### config.mk
export PLATFORM = sky130hd
export DESIGN_NAME = bigend_lane_align
export DESIGN_NICKNAME = d
export VERILOG_FILES = /design/src/rtl/bigend_align_pkg.sv /design/src/rtl/align_ctrl.sv /design/src/rtl/align_datapath.sv /design/src/rtl/bigend_lane_align.sv
export SDC_FILE = /design/constraint.sdc
export NUM_CORES = 1
export LEC_CHECK = 0
export BUFFER_PORTS_ARGS = -buffer_cell sky130_fd_sc_hd__buf_2
export CORE_MARGIN = 8
export CORE_UTILIZATION = 35
export DETAILED_ROUTE_END_ITERATION = 8
export PLACE_DENSITY_LB_ADDON = 0.12
export SKIP_LAST_GASP = 1
export SYNTH_ARGS = -nofsm -noshare
export SYNTH_HDL_FRONTEND = slang
export SYNTH_SLANG_ARGS = --single-unit
export TNS_END_PERCENT = 30
### constraint.sdc
create_clock -name vclk -period 1.7
set_input_delay 0.17 -clock vclk [all_inputs]
set_output_delay 0.17 -clock vclk [all_outputs]
set_load 0.01 [all_outputs]
### src/rtl/bigend_align_pkg.sv
package bigend_align_pkg;

  typedef enum logic [1:0] {
    SZ_BYTE = 2'b00,
    SZ_HALF = 2'b01,
    SZ_WORD = 2'b10,
    SZ_RSVD = 2'b11
  } accSize_e;

  // Strobes passed from control to datapath
  typedef struct packed {
    logic pickByte;
    logic pickHalf;
    logic pickWord;
    logic extSign;
    logic fault;
    logic wrEn;
  } alignStrobe_t;

endpackage

### src/rtl/align_ctrl.sv
module align_ctrl
  import bigend_align_pkg::*;
#(
  parameter int LANES = 4,
  parameter int OFF_W = $clog2(LANES)
) (
  input  logic [OFF_W-1:0] addrLow,
  input  logic [1:0]       accSize,
  input  logic             isStore,
  input  logic             unsignedLd,
  output alignStrobe_t     strobe,
  output logic [LANES-1:0] laneMask
);

  localparam logic [LANES-1:0] TOP_BYTE = LANES'(1) << (LANES - 1);
  localparam logic [LANES-1:0] TOP_HALF = LANES'(3) << (LANES - 2);

  always_comb begin
    strobe   = '0;
    laneMask = '0;
    case (accSize_e'(accSize))
      SZ_BYTE: begin
        strobe.pickByte = 1'b1;
        laneMask        = TOP_BYTE >> addrLow;
      end
      SZ_HALF: begin
        strobe.pickHalf = 1'b1;
        strobe.fault    = addrLow[0];
        laneMask        = TOP_HALF >> addrLow;
      end
      SZ_WORD: begin
        strobe.pickWord = 1'b1;
        strobe.fault    = |addrLow;
        laneMask        = '1;
      end
      default: begin
        strobe.pickWord = 1'b1;
        strobe.fault    = 1'b1;
      end
    endcase
    strobe.extSign = ~unsignedLd;
    strobe.wrEn    = isStore & ~strobe.fault;
  end

endmodule

### src/rtl/align_datapath.sv
module align_datapath
  import bigend_align_pkg::*;
#(
  parameter int DATA_W = 32,
  parameter int LANES  = DATA_W / 8,
  parameter int OFF_W  = $clog2(LANES)
) (
  input  alignStrobe_t      strobe,
  input  logic [LANES-1:0]  laneMask,
  input  logic [OFF_W-1:0]  laneOff,
  input  logic [DATA_W-1:0] regData,
  input  logic [DATA_W-1:0] memRdata,
  output logic [LANES-1:0]  byteEn,
  output logic [DATA_W-1:0] memWdata,
  output logic [DATA_W-1:0] ldData
);

  localparam int SH_W = OFF_W + 3;

  // Store steering: replicate the narrow value into every lane
  for (genvar g = 0; g < LANES; g++) begin : g_wrLane
    always_comb begin
      if (strobe.pickByte)
        memWdata[8*g +: 8] = regData[7:0];
      else if (strobe.pickHalf)
        memWdata[8*g +: 8] = regData[8*(g % 2) +: 8];
      else
        memWdata[8*g +: 8] = regData[8*g +: 8];
    end
  end

  assign byteEn = strobe.wrEn ? laneMask : '0;

  // Load extraction: move the addressed lane to the top, then extend
  logic [DATA_W-1:0] aligned;
  logic [7:0]        pickedByte;
  logic [15:0]       pickedHalf;

  always_comb begin
    aligned    = memRdata << SH_W'({laneOff, 3'b000});
    pickedByte = aligned[DATA_W-1 -: 8];
    pickedHalf = aligned[DATA_W-1 -: 16];
    if (strobe.fault)
      ldData = '0;
    else if (strobe.pickByte)
      ldData = {{(DATA_W-8){strobe.extSign & pickedByte[7]}}, pickedByte};
    else if (strobe.pickHalf)
      ldData = {{(DATA_W-16){strobe.extSign & pickedHalf[15]}}, pickedHalf};
    else
      ldData = memRdata;
  end

endmodule

### src/rtl/bigend_lane_align.sv
module bigend_lane_align
  import bigend_align_pkg::*;
#(
  parameter int DATA_W = 32,
  parameter int ADDR_W = 32
) (
  input  logic [ADDR_W-1:0]   addrIn,
  input  logic [1:0]          accSize,
  input  logic                isStore,
  input  logic                unsignedLd,
  input  logic [DATA_W-1:0]   regData,
  input  logic [DATA_W-1:0]   memRdata,
  output logic [DATA_W/8-1:0] byteEn,
  output logic [DATA_W-1:0]   memWdata,
  output logic [DATA_W-1:0]   ldData,
  output logic                misAlign
);

  localparam int LANES = DATA_W / 8;
  localparam int OFF_W = $clog2(LANES);

  alignStrobe_t     strobe;
  logic [LANES-1:0] laneMask;
  logic             unusedAddrHi;

  assign unusedAddrHi = ^addrIn[ADDR_W-1:OFF_W];

  align_ctrl #(.LANES(LANES), .OFF_W(OFF_W)) ctrl_i (
    .addrLow    (addrIn[OFF_W-1:0]),
    .accSize    (accSize),
    .isStore    (isStore),
    .unsignedLd (unsignedLd),
    .strobe     (strobe),
    .laneMask   (laneMask)
  );

  align_datapath #(.DATA_W(DATA_W), .LANES(LANES), .OFF_W(OFF_W)) dp_i (
    .strobe   (strobe),
    .laneMask (laneMask),
    .laneOff  (addrIn[OFF_W-1:0]),
    .regData  (regData),
    .memRdata (memRdata),
    .byteEn   (byteEn),
    .memWdata (memWdata),
    .ldData   (ldData)
  );

  assign misAlign = strobe.fault;

  always_comb begin

    if (strobe.wrEn && strobe.pickByte) begin
      byte_onehot_chk: assert ($onehot(byteEn)) else $error("byte store enable not one-hot");
    end

    if (strobe.wrEn && strobe.pickWord) begin
      word_all_lanes_chk: assert (&byteEn) else $error("word store missing lanes");
    end

    if (misAlign) begin
      quiet_lanes_chk: assert (byteEn == '0) else $error("enables active on fault");
    end

    if (misAlign) begin
      zero_load_chk: assert (ldData == '0) else $error("load data nonzero on fault");
    end

    if (!misAlign && strobe.pickByte && !strobe.extSign) begin
      zext_byte_chk: assert (ldData[DATA_W-1:8] == '0) else $error("unsigned byte upper bits set");
    end

    if (!misAlign && strobe.pickHalf && strobe.extSign) begin
      sext_half_chk: assert (ldData[DATA_W-1:16] == {(DATA_W-16){ldData[15]}})
        else $error("signed half extension wrong");
    end
  end

endmodule

==> results.md <==
- Area of the mapped netlist: 1450 um^2
- Post-route DRC: 0
- Fin crit period: approximately 1.6 ns
- Pwr dens: 294 nW/um^2
- Post-DP HPWL: about 5000 um
- CP startpoint: addrIn[0]
- Crit-path slowest cell: mux4_2
- Max Clock Freq: 0.606 GHz
- Post-synthesis sequential area ratio: 0%
- Die ar.: about 6500 um^2
- Starting Density: a little over a third
- Share of the synthesized area in the top cell type: approximately 16%
- DRC marker count from the first detailed-route iteration: approximately 110
- Ranking of synthesized cells by area: mux2_2 16%, nand2_1 9.8%, a21oi_1 9.0%, mux4_2 7.8%, o21ai_0 6.6%
- ANT cells: 0
- Required time worst endpoint: 1.53 ns
- Pin slew with the least headroom to its limit: approximately 0.33 ns
- Routed WL per cell: 16.1 um
- Port-buffer cells: about 140
- Drt pass-1 iters: 4
- Synth area leader: mux2_2
- Initial antenna violation count: 0
- GPL Wtd Cong: ~0.78
- CP max FO: 10
- Top-level port count: ~170
- Tot Pwr: approximately 660 uW
- Max_cap viols: 0
- Vias in the first global route: roughly 2100
- Total track usage: between 15 and 20%
- Number of cells on the critical path: 6
- Ys Warns: 0
- Buf/Inv on CP: 3
- Peak supply drop: 0.000129 V
- Final ANT Viol Nets: 0
- Hold Path Class: input pin to output port
- Type of origin of the critical path: input pin
- # setup viols final: 0
- CLK BUF: 0
- CP Capture Type: output port
- Global-route wire length before repair: roughly 9500 um
- Area Growth Syn to Fin: 54.2%
- Cells after Synth: around 210
- Largest net degree at the start of global routing: 35
- Crit-path max cell delay: between 0.5 and 0.6 ns
- Cell total after placement: 385
- Status: completed
- Die Width: 80.4 um
- Final period util: 97.0%
- Core region area: around 4000 um^2
- Die H: 80.4 um
- Layout net count: roughly 440
- Post-Layout Cell Count: between 300 and 400
- Vias: approximately 2000
- Crit path capture: ldData[5]
- Crit path kind: input pin to output port
- RSZ-0062 raised after global routing: true
- Layout cells sized above 1: a little under three fifths
- Vias per inst: between 5 and 6
- Post-synth cell types: 33
- Normalized max-slew margin: between 70% and 80%
- Max-slew violations: 0
- Flip-flop and latch area: 0 um^2
- Most common cell on crit path: buf_4
- Static Leak: ~0.0012 uW
- Count leader, synth: nand2_1
- Setup TNS: 0 ns
- Post-synth top cells: 38 x nand2_1, 26 x a21oi_1, 20 x mux2_2
- Dpl ws: -0.0391 ns
- Fin. Hold Viols: 0
- FF+latch count: 0
- Syn nets: 305
- CP Cell Sequence: buf_4 > buf_4 > mux4_2 > nor3_1 > a311oi_2 > buf_2
- Avg Cell Area, Syn: just over 7 um^2
- Global route overflow: 0
- Routed wire length: around 6200 um
- Critical path arrival: between 1 and 1.5 ns
- Final worst slack: between 0.05 and 0.06 ns
- Row count: 23
- Worst path top cell family by delay: buffers and inverters
-- routing by layer --
metal  global-route usage, %  share of wire [%]  vias up  wire [um]
li1                        -                  -     1017          -
met4                   0.545               0.11        0          7
met2                    32.1                 51       82       3140
met1                    20.5                 40      922       2510
met5                       0                  0        -          0
met3                    4.02                8.9        2        554
-- cell usage in the layout (no fill, tap or decap), drive strengths merged --
cell type  synthesis  layout
a22oi              7       7
nand2b             3       3
or3b               1       1
a31oi              4       4
and3               1       1
a311oi             4       4
nor2b              1       1
nor3               4       4
nor3b              1       1
mux2              20      20
inv                1       1
a211oi             1       1
and2               4       4
o21ai             19      19
xor2               1       1
nor4bb             4       4
nand2             39      39
mux4               8       8
a21o               4       4
mux2i              8       8
buf               26     163
o21a               1       1
a21oi             27      27
nor2               3       3
nand3b             7       7
and3b              1       1
-- worst min-delay path by stage --
stage	start	endpoint	slack [ns]	cells past startpoint
finish	regData[4]	memWdata[4]	0.57	2
CTS	regData[4]	memWdata[4]	0.57	2
floorplan	regData[0]	memWdata[0]	0.43	1
detailed placement	regData[4]	memWdata[4]	0.57	2
global placement	regData[2]	memWdata[2]	0.57	2
global route	regData[4]	memWdata[4]	0.58	2
-- stage by stage --
step | utilization [%] | cell area (um^2) | hold WS, ns
after detailed placement | 55.2 | 2210 | 0.571
after global routing | 56.0 | 2240 | 0.584
after floorplan | - | 1450 | 0.432
after global placement | 55.2 | 2210 | 0.567
after CTS | 55.3 | 2210 | 0.572
final | 56.0 | 2240 | 0.569
-- what timing repair did --
| item | in CTS | in global routing |
|---|---|---|
| setup buffers | 0 | 2 |
| endpoints found under the setup margin | 24 | 18 |
| endpoints found under the hold margin | 0 | 0 |
| pin swaps | 0 | 0 |
| hold buffers | 0 | 0 |
| resized for setup | 1 | 3 |
-- power breakdown --
| part | switching [uW] | internal (uW) |
|---|---|---|
| sequential | 0 | 0 |
| clock | 0 | 0 |
| combinational | 337 | 321 |
| total | 337 | 321 |
-- kinds of logic (layout without fill, tap and decap cells) --
family                    after synthesis  after routing  share of synthesized area, %
and+or+nand+nor                        69             69                          24.7
AOI/OAI and AO/OA                      67             67                          27.0
muxes                                  36             36                          34.2
buffers and inverters                  32            164                          13.4
xor gates and xnor gates                1              1                         0.604
-- final cells by class --
type                       count  area (um^2)
fill                         419         1760
multi-input combinational    173         1260
timing repair buffer         163          907
tap                           50         62.6
inverter                       1         3.75
(Power assumes the default switching activity.)
